`config.mk`:
```
export PLATFORM = sky130hd
export DESIGN_NAME = fifo_trig_irq
export DESIGN_NICKNAME = d
export VERILOG_FILES = /design/src/rtl/fti_pkg.sv /design/src/rtl/fti_rst_sync.sv /design/src/rtl/fti_thresh_sel.sv /design/src/rtl/fti_rx_timeout.sv /design/src/rtl/fifo_trig_irq.sv
export SDC_FILE = /design/constraint.sdc
export NUM_CORES = 1
export LEC_CHECK = 0
export BUFFER_PORTS_ARGS = -buffer_cell sky130_fd_sc_hd__buf_2
export CAP_MARGIN = 20
export CELL_PAD_IN_SITES_DETAIL_PLACEMENT = 1
export CELL_PAD_IN_SITES_GLOBAL_PLACEMENT = 2
export CORE_MARGIN = 4
export CORE_UTILIZATION = 21
export DETAILED_ROUTE_END_ITERATION = 7
export PLACE_DENSITY_LB_ADDON = 0.1
export SLEW_MARGIN = 20
export SYNTH_ARGS = -nofsm -noshare
export SYNTH_HDL_FRONTEND = slang
export SYNTH_SLANG_ARGS = --single-unit
```
`constraint.sdc`:
```
create_clock -name clk -period 3 [get_ports clk]
set_clock_uncertainty 0.1 [all_clocks]
set_input_delay 0.3 -clock clk [delete_from_list [all_inputs] [get_ports clk]]
set_output_delay 0.3 -clock clk [all_outputs]
set_load 0.005 [all_outputs]
```
`src/rtl/fti_pkg.sv`:
```
package fti_pkg;
  localparam int FTI_DEPTH = 64;
  localparam int FTI_CW    = $clog2(FTI_DEPTH + 1);
  localparam int FTI_SCALE = 4;

  typedef logic [FTI_CW-1:0] fti_cnt_t;

  // legacy threshold tables, index = 2-bit code
  function automatic fti_cnt_t fti_tx_legacy(input logic [1:0] code);
    case (code)
      2'd0:    return fti_cnt_t'(8);
      2'd1:    return fti_cnt_t'(16);
      2'd2:    return fti_cnt_t'(32);
      default: return fti_cnt_t'(56);
    endcase
  endfunction

  function automatic fti_cnt_t fti_rx_legacy(input logic [1:0] code);
    case (code)
      2'd0:    return fti_cnt_t'(8);
      2'd1:    return fti_cnt_t'(16);
      2'd2:    return fti_cnt_t'(56);
      default: return fti_cnt_t'(60);
    endcase
  endfunction
endpackage

```
`src/rtl/fti_rst_sync.sv`:
```
module fti_rst_sync #(
  parameter int STAGES = 2
) (
  input  logic clk,
  input  logic rst_n,
  output logic rst_sync_n
);
  logic [STAGES-1:0] sync_q;

  always_ff @(posedge clk or negedge rst_n) begin
    if (!rst_n) sync_q <= '0;
    else        sync_q <= {sync_q[STAGES-2:0], 1'b1};
  end

  assign rst_sync_n = sync_q[STAGES-1];
endmodule

```
`src/rtl/fti_thresh_sel.sv`:
```
module fti_thresh_sel
  import fti_pkg::*;
#(
  parameter bit IS_RX = 1'b0,
  parameter int FW    = 4,
  parameter int CW    = FTI_CW,
  parameter int SCALE = FTI_SCALE
) (
  input  logic [FW-1:0] field,
  input  logic [1:0]    legacy_sel,
  input  logic          ext_en,
  output logic [CW-1:0] level
);
  localparam int SHIFT = $clog2(SCALE);

  logic [CW-1:0] legacy_lvl;
  logic [CW-1:0] scaled_lvl;
  logic          use_field;

  generate
    if (IS_RX) begin : g_rx_tab
      assign legacy_lvl = CW'(fti_rx_legacy(legacy_sel));
    end else begin : g_tx_tab
      assign legacy_lvl = CW'(fti_tx_legacy(legacy_sel));
    end
  endgenerate

  assign scaled_lvl = CW'({field, {SHIFT{1'b0}}});
  assign use_field  = ext_en && (field != '0);

  always_comb begin
    if (use_field) level = scaled_lvl;
    else           level = legacy_lvl;
  end
endmodule

```
`src/rtl/fti_rx_timeout.sv`:
```
module fti_rx_timeout #(
  parameter int CW = 7
) (
  input  logic          clk,
  input  logic          rst_n,
  input  logic [CW-1:0] rx_count,
  input  logic          idle_pulse,
  input  logic          pop,
  output logic          timeout
);
  logic timeout_q;
  logic timeout_d;
  logic timeout_en;

  always_comb begin
    timeout_d  = timeout_q;
    timeout_en = 1'b0;
    if (pop || (rx_count == '0)) begin
      timeout_d  = 1'b0;
      timeout_en = 1'b1;
    end else if (idle_pulse) begin
      timeout_d  = 1'b1;
      timeout_en = 1'b1;
    end
  end

  always_ff @(posedge clk or negedge rst_n) begin
    if (!rst_n)          timeout_q <= 1'b0;
    else if (timeout_en) timeout_q <= timeout_d;
  end

  assign timeout = timeout_q;
endmodule

```
`src/rtl/fifo_trig_irq.sv`:
```
module fifo_trig_irq
  import fti_pkg::*;
#(
  parameter int DEPTH = FTI_DEPTH,
  parameter int CW    = $clog2(DEPTH + 1)
) (
  input  logic          clk,
  input  logic          rst_n,
  input  logic [CW-1:0] tx_count,
  input  logic [CW-1:0] rx_count,
  input  logic [7:0]    trig_cfg,
  input  logic [1:0]    tx_legacy_sel,
  input  logic [1:0]    rx_legacy_sel,
  input  logic          ext_trig_en,
  input  logic          rx_idle_pulse,
  input  logic          rx_pop,
  output logic          tx_ready_irq,
  output logic          rx_ready_irq,
  output logic          rx_timeout_irq,
  output logic [CW-1:0] tx_space,
  output logic [CW-1:0] rx_avail
);
  localparam logic [CW-1:0] DEPTH_C = CW'(DEPTH);

  logic          rst_sync_n;
  logic [CW-1:0] tx_level;
  logic [CW-1:0] rx_level;

  fti_rst_sync #(.STAGES(2)) u_rst_sync (
    .clk       (clk),
    .rst_n     (rst_n),
    .rst_sync_n(rst_sync_n)
  );

  fti_thresh_sel #(.IS_RX(1'b0), .FW(4), .CW(CW)) u_tx_sel (
    .field     (trig_cfg[3:0]),
    .legacy_sel(tx_legacy_sel),
    .ext_en    (ext_trig_en),
    .level     (tx_level)
  );

  fti_thresh_sel #(.IS_RX(1'b1), .FW(4), .CW(CW)) u_rx_sel (
    .field     (trig_cfg[7:4]),
    .legacy_sel(rx_legacy_sel),
    .ext_en    (ext_trig_en),
    .level     (rx_level)
  );

  fti_rx_timeout #(.CW(CW)) u_timeout (
    .clk       (clk),
    .rst_n     (rst_sync_n),
    .rx_count  (rx_count),
    .idle_pulse(rx_idle_pulse),
    .pop       (rx_pop),
    .timeout   (rx_timeout_irq)
  );

  assign tx_space     = DEPTH_C - tx_count;
  assign rx_avail     = rx_count;
  assign tx_ready_irq = (tx_space >= tx_level);
  assign rx_ready_irq = (rx_count >= rx_level);
endmodule

```
; After elaboration in Yosys (flattened, before gate mapping)
; Cells that the tools add are included.
[totals]
mem_bits_rw = 0
latch_bits = 0
ff_bits = 3
input_bits = 31
out_inout_bits = 17
romBits = 0
n_memories = 0
wordCells = 27
[classes]
n_eq_ne = 4
mux = 8
shift = 0
bitwise = 0
multipliers = 0
add_sub_neg = 1
div_mod_pow = 0
reduce_logical = 10
n_lt_le_gt_ge = 2
[ops]
columns = cell, count
row1 = one-hot mux 6 bit (3 select lines), 2
row2 = greater-or-equal comparator 7 bit, 2
row3 = two-way mux 6 bit, 2
row4 = nonzero test 4 bit, 2
row5 = logical NOT 7 bit, 1
row6 = "subtractor 7 bit, first input constant", 1
row7 = "== test 2 x 1 -> 1 bit, second input constant", 2
row8 = "== test 2 bit, second input constant", 2
row9 = logical NOT 2 bit, 2
row10 = two-way mux 1 bit, 4
row11 = logical AND 1 bit, 2
row12 = AND reduction 2 bit, 1
row13 = nonzero test 2 bit, 1
row14 = logical OR 1 bit, 1

; Depth between registers and ports, before layout
; Gate-level depths: netlist of run 1.
[logic_depth]
depth_word = 4
mapped_depth = 8
mapped_depth_nobuf = 8

; Cells and area by module
; A second synthesis of run 1 with hierarchy kept.
[hier_totals]
hier_cells = 112
area_unflattened_um2 = 862.1
[by_module_without_submodules]
columns = module, instances, area_per_inst_um2, seq_area_each_um2, cells_each
row1 = fifo_trig_irq, 1, 488.0, 0.0, 68
row2 = fti_thresh_sel at u_tx_sel, 1, 145.1, 0.0, 20
row3 = fti_thresh_sel at u_rx_sel, 1, 121.4, 0.0, 16
row4 = fti_rst_sync, 1, 53.8, 50.0, 3
row5 = fti_rx_timeout, 1, 53.8, 25.0, 5

; Worst setup path after synthesis of run 1
; Ideal clock, no wire load.
[synth_path]
kind = input port to output port
startpoint = input trig_cfg[5]
endpoint = output rx_ready_irq
arrival_ns = 1.726
slack_ns = 0.874
path_stages = 7
required_time_ns = 2.600
cell_sequence = o41ai_2 > nand3b_1 > o21ai_0 > ha_1 > nor2b_1 > a311oi_1 > o21ai_0
[synth_via]
elab_chain_cells = 4
[synth_lines]
columns = item, line_no
row1 = from (decl), fifo_trig_irq.sv:11  ; input logic [7:0] trig_cfg,
row2 = nonzero test 4 bit, fti_thresh_sel.sv:29  ; assign use_field = ext_en && (field != '0);
row3 = logical AND 1 bit, fti_thresh_sel.sv:29
row4 = two-way mux 6 bit (*), fti_thresh_sel.sv:32  ; if (use_field) level = scaled_lvl;
row5 = greater-or-equal comparator 7 bit (*), fifo_trig_irq.sv:61  ; assign rx_ready_irq = (rx_count >= rx_level);
row6 = to (decl), fifo_trig_irq.sv:18  ; output logic rx_ready_irq,
; Every way passes the cells marked *; elsewhere a longest branch is shown, timed or not.

; Worst setup path in the final report of run 1
; Ends and elaborated chain as after synthesis.

==> results of run 1 <==
cell type report:
| type | count | area, µm² | area share |
|---|---|---|---|
| multi-input cells | 56 | 451.7 | 0.5128 |
| repair buffers | 50 | 262.8 | 0.2983 |
| flip-flops and latches | 3 | 75.07 | 0.08523 |
| well taps | 31 | 38.79 | 0.04403 |
| clock buffers | 4 | 26.28 | 0.02983 |
| inverters | 7 | 26.28 | 0.02983 |
cells in the final DEF, fill, tap and decap left out, drive strengths merged, types with 2 or more instances in the layout:
cell | synthesis | layout
clkbuf | 0 | 4
dfrtp | 3 | 3
nor3 | 2 | 2
xnor2 | 2 | 2
xor2 | 2 | 2
dlygate4sd3 | 0 | 2
ha | 13 | 13
inv | 7 | 7
nor2 | 4 | 4
mux2i | 2 | 2
a21oi | 2 | 2
buf | 8 | 48
nand2 | 6 | 6
o41ai | 2 | 2
a211oi | 2 | 2
o21ai | 4 | 4
repair_timing:
item,4_1_cts,5_1_grt
setup endpoints to repair,0,0
endpoints found under the hold margin,3,0
hold buffers,2,0
sequential cells by signal, summed over array words and instances (netlist names):
register,count
u_rst_sync.sync_q,2
u_timeout.timeout,1
path summary, 6_finish.rpt:
| path | endpoint | slack (ns) | cells past startpoint | start |
|---|---|---|---|---|
| max in group asynchronous | u_timeout.timeout$_DFFE_PN0P_ | 2.28 | 1 | u_rst_sync.sync_q[1]$_DFF_PN0_ |
| setup reg to reg | u_timeout.timeout$_DFFE_PN0P_ | 2.22 | 2 | u_timeout.timeout$_DFFE_PN0P_ |
| min in group asynchronous | u_rst_sync.sync_q[1]$_DFF_PN0_ | 0.29 | 2 | rst_n |
| hold / removal | u_timeout.timeout$_DFFE_PN0P_ | 0.12 | 2 | rx_pop |
| setup / recovery | rx_ready_irq | 0.50 | 9 | trig_cfg[5] |
| hold reg to reg | u_rst_sync.sync_q[1]$_DFF_PN0_ | 0.25 | 0 | u_rst_sync.sync_q[0]$_DFF_PN0_ |
through the flow:
stage / std cells / hold WS [ns] / worst slack, ns / utilization / area, µm²
after global placement: 145 / -0.1039 / 0.5750 / 0.3000 / 834.6
after CTS: 151 / 0.1135 / 0.4966 / 0.3167 / 880.8
after global routing: 151 / 0.1008 / 0.3499 / 0.3167 / 880.8
after floorplan: 74 / -0.1057 / 0.8737 / - / 613.1
after detailed placement: 145 / -0.1012 / 0.4990 / 0.3000 / 834.6
final: 151 / 0.1213 / 0.5037 / 0.3167 / 880.8
worst reg2reg max path, delay by kind of cell, from the launching register on:
kind               cells  cell delay (ns)
DFF                    1             0.33
AOI/OAI and AO/OA      1             0.21
and+or+nand+nor        1             0.05
cell families after synthesis:
group,synth area share
buffers and inverters,0.1408
AND/OR/NAND/NOR,0.1776
XOR/XNOR,0.05715
other,0.006117
flip-flops,0.1224
AO/OA/AOI/OAI,0.1980
adder cells (fa/ha/maj),0.2653
multiplexers,0.03265
power breakdown:
part           total, mW  switching [mW]  internal (mW)
Combinational      0.106          0.0515         0.0544
Clock             0.0693          0.0195         0.0497
Sequential        0.0437        0.000669         0.0430
Total              0.219          0.0718          0.147
layer usage:
| metal | part of all wire | GRT usage | vias up |
|---|---|---|---|
| met2 | 0.50 | 0.1657 | 30 |
| met5 | 0 | 0 | - |
| met3 | 0.095 | 0.02893 | 0 |
| met1 | 0.41 | 0.1043 | 306 |
| li1 | - | - | 350 |
| met4 | 0 | 0.01818 | 0 |
==> flow_summary_export.csv, run 1 <==
group,metric,value,unit
synth,ys_seq_area_frac,0.1224,
cts,clk_path_buf_depth,2,
sta,rsz0062_at_grt,"false",
synth,async_reset_ff_frac,1.000,
floorplan,rows,19,
layout,drive_above_1_share,0.4583,
synth,synthTopCellsByArea,"ha_1, dfrtp_1, buf_4, inv_1, nand2_1",
routing,drt-wirelength-per-cell,11.29,µm
floorplan,fp.dieW,62.03,µm
setup_path,crit_arrival,2.10,ns
min_path,hold_path.class,"input pin to flip-flop",
synth,synthCells,74,
routing,drc,0,
synth,synth.top_cell.area_share,0.2653,
place,place_congestion,0.6348,
setup_path,cp-start-kind,"input pin",
synth,synth_common_cells,"ha_1, buf_4, inv_1",
sta,final.period_utilization,0.8321,
cts,cts_buffers,3,
floorplan,io_pins,48,
routing,ant_nets,0,
run_status,outcome,"finished, final reports clean",
synth,yosys_warnings,0,
synth,synth_nets,118,
floorplan,core,0.002781,mm²
sta,worstMarginPinSlew,0.5579,ns
floorplan,initial_core_util,0.2204,
global_routing,grt_overflow,0,
routing,drt-pass1-iter-count,4,
cts,post-cts-setup-buffers,0,
setup_path,crit_path_max_fanout,6,
routing,drt_wl_total,1705,µm
sta,fin_setup_tns,0,ns
run,max_cap_viol_count,0,
synth,syn_avg_cell_area,8.285,µm²
cts,worstSkewPairLatency,0.23,ns
routing,num_vias,686,
power_and_ir_drop,ir_worst_vdd,0.0002531,V
global_routing,grt_use_total,0.09137,
synth,synth_seq_cells,3,
synth,synthesis.area,613.1,µm²
synth,synth_ff_type,"dfrtp_1",
sta,slew_headroom,0.6240,
setup_path,critical_path_buf_inv_count,2,
cts,cts_resized,0,
sta,setup_viol,0,
floorplan,dieArea,0.003848,mm²
power_and_ir_drop,finalPower,0.2189,mW
global_routing,grt_max_degree,7,
setup_path,cpMaxStageDelayCell,"o41ai_2",
sta,clock.fmax,400.6,MHz
cts,clk_pin_slew_worst_paths,0.04,ns
setup_path,path_class,"input pin to primary output",
floorplan,die_h,62.03,µm
layout,n_antenna_cell,0,
setup_path,crit_required,2.60,ns
synth,yosys.area.top_type,"ha_1",
sta,slew_viol_final,0,
global_routing,antenna_found_initial,0,
routing,drt-initial-drc-count,15,
power_and_ir_drop,power.density,248.5,mW/mm²
layout,nNetsFinal,165,
setup_path,cpPeakStageDelay,0.58,ns
global_routing,grt_pass1_vias,681,
cts,tritoncts,"done",
cts,htreeDepth,1,
setup_path,path_cells,"buf_2 -> o41ai_2 -> nand3b_1 -> o21ai_0 -> ha_1 -> nor2b_1 -> a311oi_1 -> o21ai_0 -> buf_2",
sta,hold_viol,0,
global_routing,grt_first_pass_wirelength,2615,µm
synth,synth_cell_types,30,
power_and_ir_drop,power_leakage,0.4844,nW
cts,cts_sinks,3,
setup_path,worst_setup_path_end_kind,"primary output",
cts,cts_root_buffer,"clkbuf_4",
synth,synth_edf_count,0,
place,io_buffers,47,
layout,syn2layout_area_growth,43.67,%
sta,post-route-min-period,2.496,ns
synth,yosysMostFrequentCell,"ha_1",
layout,fill_cells,368,
place,dp_hpwl,1602,µm
routing,vias_per_cell,4.543,
setup_path,path_delay_family,"compound AO/OA/AOI/OAI gates",
Note: power is estimated with default switching activity, not from simulation.
==> inputs of run 2 (changes only) <==
--- a/config.mk
+++ b/config.mk
@@ -5,12 +5,13 @@
 export SDC_FILE = /design/constraint.sdc
 export NUM_CORES = 1
 export LEC_CHECK = 0
+export ABC_AREA = 1
 export BUFFER_PORTS_ARGS = -buffer_cell sky130_fd_sc_hd__buf_2
 export CAP_MARGIN = 20
 export CELL_PAD_IN_SITES_DETAIL_PLACEMENT = 1
 export CELL_PAD_IN_SITES_GLOBAL_PLACEMENT = 2
 export CORE_MARGIN = 4
-export CORE_UTILIZATION = 21
+export CORE_UTILIZATION = 18
 export DETAILED_ROUTE_END_ITERATION = 7
 export PLACE_DENSITY_LB_ADDON = 0.1
 export SLEW_MARGIN = 20
==> constraint.sdc (replaced) <==
create_clock -name clk -period 2.4 [get_ports clk]
set_clock_uncertainty 0.1 [all_clocks]
set_input_delay 0.24 -clock clk [delete_from_list [all_inputs] [get_ports clk]]
set_output_delay 0.24 -clock clk [all_outputs]
set_load 0.005 [all_outputs]
==> run 2 against run 1 <==
  * Total power up 56%
  * Final cell count up 30%
  * Sequential power up 26%
  * Area after synthesis up 10%
  * Count of clock-buffer cells in the layout unchanged
  * Design area up 10%
  * Non-clock buffer count down 1
  * Synthesized cell count up 43%
  * Critical endpoint is now tx_ready_irq
  * Largest cell class unchanged
==> flow_summary_export.csv, run 2 <==
group,metric,value,unit
min_path,hold_path_depth,3,
sta,final.period_utilization,0.8524,
place,dp.cells,191,
sta,post-route-min-period,2.046,ns
setup_path,critical_path_buf_inv_count,4,
setup_path,cp_common_cell,"nand2_1",
cts,post-cts-setup-buffers,0,
place,pre_cts_ws,0.3350,ns
layout,largest-register,"u_rst_sync.sync_q",
setup_path,cp-start-kind,"input pin",
cts,worstSkewPairLatency,0.21,ns
global_routing,antenna_found_initial,0,
sta,fin_setup_tns,0,ns
sta,rsz0062_at_grt,"false",
power_and_ir_drop,power.density,351.4,mW/mm²
cts,tritoncts,"done",
synth,synthCells,106,
place,io_buffers,47,
synth,synth_common_cells,"nand2_1, inv_1, nor2_1",
cts,clk_path_buf_depth,2,
run,max_cap_viol_count,0,
setup_path,worst_setup_path_end_kind,"primary output",
synth,synthTopCellsByArea,"ha_1, nand2_1, dfrtp_1, inv_1, buf_4",
power_and_ir_drop,finalPower,0.3416,mW
synth,yosysMostFrequentCell,"nand2_1",
synth,synth_nets,150,
synth,synth_ff_type,"dfrtp_1",
power_and_ir_drop,power_leakage,0.5728,nW
floorplan,rows,21,
routing,drt_wl_total,1968,µm
layout,drive_above_1_share,0.3576,
global_routing,grt_max_degree,8,
setup_path,crit_path_max_fanout,4,
layout,fin_util,0.2803,
floorplan,io_pins,48,
synth,ys_seq_area_frac,0.1113,
global_routing,grt_pass1_vias,787,
run_status,outcome,"finished, final reports clean",
sta,hold_viol,0,
floorplan,dieArea,0.004790,mm²
cts,cts_buffers,3,
routing,drc,0,
setup_path,ff2ff_path_depth,2,
place,place_congestion,0.7636,
sta,clock.fmax,488.8,MHz
layout,n_antenna_cell,0,
min_path,hp-start,"rx_pop",
setup_path,path_class,"input pin to primary output",
floorplan,die_h,69.21,µm
routing,vias_per_cell,3.939,
synth,synthesis.area,674.4,µm²
floorplan,initial_core_util,0.1944,
layout,final_cells,197,
synth,yosys_warnings,0,
setup_path,crit_arrival,1.71,ns
layout,final_cell_mix,"buf_2, nand2_1, inv_1, nor2_1, ha_1",
synth,syn_avg_cell_area,6.362,µm²
global_routing,grt_first_pass_wirelength,3415,µm
routing,drt-initial-drc-count,21,
routing,drt-wirelength-per-cell,9.990,µm
synth,async_reset_ff_frac,1.000,
synth,synth.top_cell.area_share,0.2412,
place,place_area,907.1,µm²
synth,synth_seq_cells,3,
synth,synth_edf_count,0,
layout,syn2layout_area_growth,44.16,%
layout,final_area,972.2,µm²
cts,cts_sinks,3,
setup_path,cpPeakStageDelay,0.28,ns
floorplan,core,0.003468,mm²
routing,drt-pass1-iter-count,2,
setup_path,reg2reg_to,"u_timeout.timeout$_DFFE_PN0P_",
floorplan,fp.dieW,69.21,µm
place,dp_hpwl,1785,µm
power_and_ir_drop,ir_worst_vdd,0.0003725,V
setup_path,r2r_start,"u_timeout.timeout$_DFFE_PN0P_",
synth,yosys.area.top_type,"ha_1",
synth,synth_cell_types,18,
layout,largest_register_ffs,2,
routing,num_vias,776,
layout,nNetsFinal,196,
cts,cts_root_buffer,"clkbuf_8",
sta,worst_slack,0.3541,ns
global_routing,grt_overflow,0,
setup_path,cpMaxStageDelayCell,"ha_1",
setup_path,path_cells,"buf_2 -> inv_1 -> ha_1 -> xnor2_1 -> inv_1 -> ha_1 -> nand2_1 -> nand2_1 -> nand2_1 -> nand2_1 -> nand2_1 -> nand2_1 -> nand2_1 -> nand2_1 -> buf_2",
cts,htreeDepth,1,
sta,setup_viol,0,
global_routing,grt_use_total,0.08091,
sta,slew_viol_final,0,
setup_path,crit_required,2.06,ns
setup_path,reg2reg_slack,1.58,ns
setup_path,path_delay_family,"adder cells",
cts,clk_pin_slew_worst_paths,0.03,ns
layout,layout.cells.most_common,"buf_2",
min_path,hold_path.class,"input pin to flip-flop",
min_path,holdPathEnd,"u_timeout.timeout$_DFFE_PN0P_",
sta,whs,0.1961,ns
routing,ant_nets,0,
[run 2: cell families (layout without fill, tap and decap cells)]
| group | after synthesis | count (layout) | synth area share |
|---|---|---|---|
| AOI/OAI and AO/OA | 11 | 11 | 0.09093 |
| adders and majority gates | 13 | 13 | 0.2412 |
| DFF | 3 | 3 | 0.1113 |
| and+or+nand+nor | 47 | 47 | 0.3043 |
| buffers and inverters | 27 | 72 | 0.1948 |
| xor gates and xnor gates | 4 | 4 | 0.05194 |
| other | 1 | 1 | 0.005561 |
[run 2: layout make-up]
type | instances | area, µm²
clock buffers | 4 | 45.04
well taps | 46 | 57.56
multi-input cells | 76 | 467.9
inverters | 19 | 71.32
repair buffers | 49 | 255.2
fillers | 472 | 2496
flip-flops and latches | 3 | 75.07
[run 2: how the worst max path moves through the flow]
stage                            from           end  slack, ns  depth (start not counted)
after floorplan           tx_count[0]  tx_ready_irq       0.61                         13
final                     tx_count[0]  tx_ready_irq       0.35                         15
after CTS                 tx_count[0]  tx_ready_irq       0.32                         15
after global placement    tx_count[0]  tx_ready_irq       0.38                         15
after global routing      tx_count[0]  tx_ready_irq       0.14                         15
after detailed placement  tx_count[0]  tx_ready_irq       0.33                         15
[run 2: timing repair]
action | 4_1_cts | 5_1_grt
endpoints found under the hold margin | 3 | 0
resized for setup | 0 | 0
hold buffers | 2 | 0
[run 2: per-layer routing]
metal | track usage | up-vias | share of wire | wire (µm)
met3 | 0.01014 | 0 | 0.051 | 100
met2 | 0.1303 | 21 | 0.45 | 876
met5 | 0 | - | 0 | 0
li1 | - | 415 | - | -
met1 | 0.1163 | 340 | 0.50 | 991
met4 | 0.01302 | 0 | 0 | 0
[run 2: worst reg2reg max path: stages, from the launching register on]
cell and delay (ns):
dfrtp_1 0.37, o21bai_1 0.14, a31oi_1 0.07
[run 2: where the power goes]
group / internal [mW] / leakage (nW) / total, mW / switching, mW
clock: 0.113 / 0.0228 / 0.143 / 0.0304
combinational: 0.0674 / 0.514 / 0.143 / 0.0758
sequential: 0.0538 / 0.0358 / 0.0549 / 0.00110
total: 0.234 / 0.573 / 0.342 / 0.107
==> inputs of run 3 (changes only) <==
--- a/config.mk
+++ b/config.mk
@@ -10,10 +10,12 @@
 export CAP_MARGIN = 20
 export CELL_PAD_IN_SITES_DETAIL_PLACEMENT = 1
 export CELL_PAD_IN_SITES_GLOBAL_PLACEMENT = 2
+export CORE_ASPECT_RATIO = 1.1
 export CORE_MARGIN = 4
 export CORE_UTILIZATION = 18
 export DETAILED_ROUTE_END_ITERATION = 7
 export PLACE_DENSITY_LB_ADDON = 0.1
+export RECOVER_POWER = 100
 export SLEW_MARGIN = 20
 export SYNTH_ARGS = -nofsm -noshare
 export SYNTH_HDL_FRONTEND = slang
==> run 3 against run 2 <==
  * Sequential power is essentially flat
  * Non-clock buffer count unchanged
  * First-iteration DRC count decreased by 57%
  * Routed wire length grew 2.5%
  * Critical path depth unchanged
  * Largest power group is now the clock network
==> flow_summary_export.csv, run 3 (synthesis gave the netlist of run 2 again) <==
group,metric,value,unit
sta,post-route-min-period,2.022,ns
layout,nNetsFinal,196,
cts,cts_buffers,3,
routing,drt-initial-drc-count,9,
cts,cts_resized,0,
place,place_congestion,0.7124,
sta,clock.fmax,494.5,MHz
sta,hold_viol,0,
sta,rsz0062_at_grt,"false",
place,dp_hpwl,1825,µm
cts,post-cts-setup-buffers,0,
layout,multi_input_area,460.4,µm²
cts,tritoncts,"done",
routing,drt-pass1-iter-count,4,
floorplan,core,0.003626,mm²
setup_path,reg2reg_to,"u_timeout.timeout$_DFFE_PN0P_",
cts,clk_path_buf_depth,2,
cts,cts_sinks,3,
setup_path,cp-start-kind,"input pin",
run_status,outcome,"finished, final reports clean",
sta,fin_setup_tns,0,ns
layout,final_area,955.9,µm²
setup_path,r2r_start,"u_timeout.timeout$_DFFE_PN0P_",
setup_path,path_class,"input pin to primary output",
routing,ant_nets,0,
min_path,hp-start,"rx_pop",
sta,setup_viol,0,
layout,largest_register_ffs,2,
layout,layout.cells.most_common,"buf_2",
global_routing,grt_use_total,0.08355,
min_path,holdPathEnd,"u_timeout.timeout$_DFFE_PN0P_",
sta,final.period_utilization,0.8426,
layout,largest-register,"u_rst_sync.sync_q",
cts,cts_root_buffer,"clkbuf_8",
setup_path,path_delay_family,"adder cells",
routing,vias_per_cell,3.881,
setup_path,ff2ff_path_depth,2,
global_routing,grt_max_degree,8,
layout,fill_cells,500,
setup_path,reg2reg_slack,1.61,ns
power_and_ir_drop,power.density,354.9,mW/mm²
floorplan,initial_core_util,0.1860,
place,io_buffers,47,
cts,clk_pin_slew_worst_paths,0.03,ns
run,max_cap_viol_count,0,
setup_path,worst_setup_path_end_kind,"primary output",
layout,syn2layout_area_growth,41.74,%
setup_path,crit_arrival,1.68,ns
sta,slew_viol_final,0,
cts,worstSkewPairLatency,0.21,ns
global_routing,grt_pass1_vias,764,
routing,num_vias,780,
cts,htreeDepth,1,
setup_path,path_cells,"buf_2 -> inv_1 -> ha_1 -> xnor2_1 -> inv_1 -> ha_1 -> nand2_1 -> nand2_1 -> nand2_1 -> nand2_1 -> nand2_1 -> nand2_1 -> nand2_1 -> nand2_1 -> clkbuf_1",
power_and_ir_drop,ir_worst_vdd,0.0001452,V
routing,drt_wl_total,2017,µm
setup_path,cpMaxStageDelayCell,"ha_1",
setup_path,setup.worst_path.start,"tx_count[0]",
layout,drive_above_1_share,0.2715,
routing,drc,0,
layout,final_cell_mix,"buf_2, nand2_1, inv_1, nor2_1, ha_1",
routing,drt-wirelength-per-cell,10.03,µm
setup_path,crit_required,2.06,ns
setup_path,critical_path_buf_inv_count,4,
global_routing,antenna_found_initial,0,
floorplan,die_h,72.20,µm
layout,n_antenna_cell,0,
setup_path,crit_path_max_fanout,4,
global_routing,grt_first_pass_wirelength,3236,µm
global_routing,grt_overflow,0,
setup_path,cpPeakStageDelay,0.29,ns
min_path,hold_path_depth,3,
layout,regArea,75.07,µm²
layout,fin_util,0.2636,
floorplan,fp.dieW,66.36,µm
floorplan,io_pins,48,
min_path,hold_path.class,"input pin to flip-flop",
floorplan,dieArea,0.004791,mm²
setup_path,cp_common_cell,"nand2_1",
power_and_ir_drop,power_leakage,0.5427,nW
place,place_area,912.1,µm²
floorplan,rows,23,
-- run 3: repair_timing --
action / CTS / global route
hold endpoints to repair: 3 / 0
setup endpoints to repair: 0 / 0
hold buffers: 2 / 0
-- run 3: worst max-delay path by stage --
stage	endpoint	slack, ns	cells past startpoint
after global routing	tx_ready_irq	0.17	15
after CTS	tx_ready_irq	0.35	15
after global placement	tx_ready_irq	0.40	15
after detailed placement	tx_ready_irq	0.35	15
final	tx_ready_irq	0.38	15
after floorplan	tx_ready_irq	0.61	13
-- run 3: area by class of cell --
| cell class | instances | share of cell area |
|---|---|---|
| clock buffer | 4 | 0.04712 |
| inverter | 19 | 0.07461 |
| multi-input combinational | 76 | 0.4817 |
| sequential | 3 | 0.07853 |
| tap | 50 | 0.06545 |
| timing repair buffer | 49 | 0.2526 |
-- run 3: worst reg2reg max path, cell delays in order (launching register included) --
cell and delay [ns]:
dfrtp_1 0.37, o21bai_1 0.13, a31oi_1 0.06
-- run 3: power by group --
part | switching (mW) | internal (mW) | total (mW)
registers | 0.00108 | 0.0538 | 0.0549
logic | 0.0742 | 0.0641 | 0.138
clock network | 0.0328 | 0.113 | 0.146
total | 0.108 | 0.231 | 0.339
-- run 3: per-stage QoR --
step	hold slack [ns]	setup WS [ns]	std cells	power (mW)
after CTS	0.1832	0.3464	201	0.3509
after global placement	-0.1038	0.4021	195	0.1964
after detailed placement	-0.1013	0.3472	195	0.1991
final	0.1815	0.3777	201	0.3392
after global routing	0.2063	0.1698	201	0.3727
after floorplan	-0.1556	0.6135	106	0.1377
-- run 3: routing by layer --
metal / wire, µm / GRT usage / share of wire
met4: 0 / 0.02032 / 0
met2: 994 / 0.1433 / 0.49
met5: 0 / 0 / 0
met3: 172 / 0.01858 / 0.085
met1: 850 / 0.1053 / 0.42
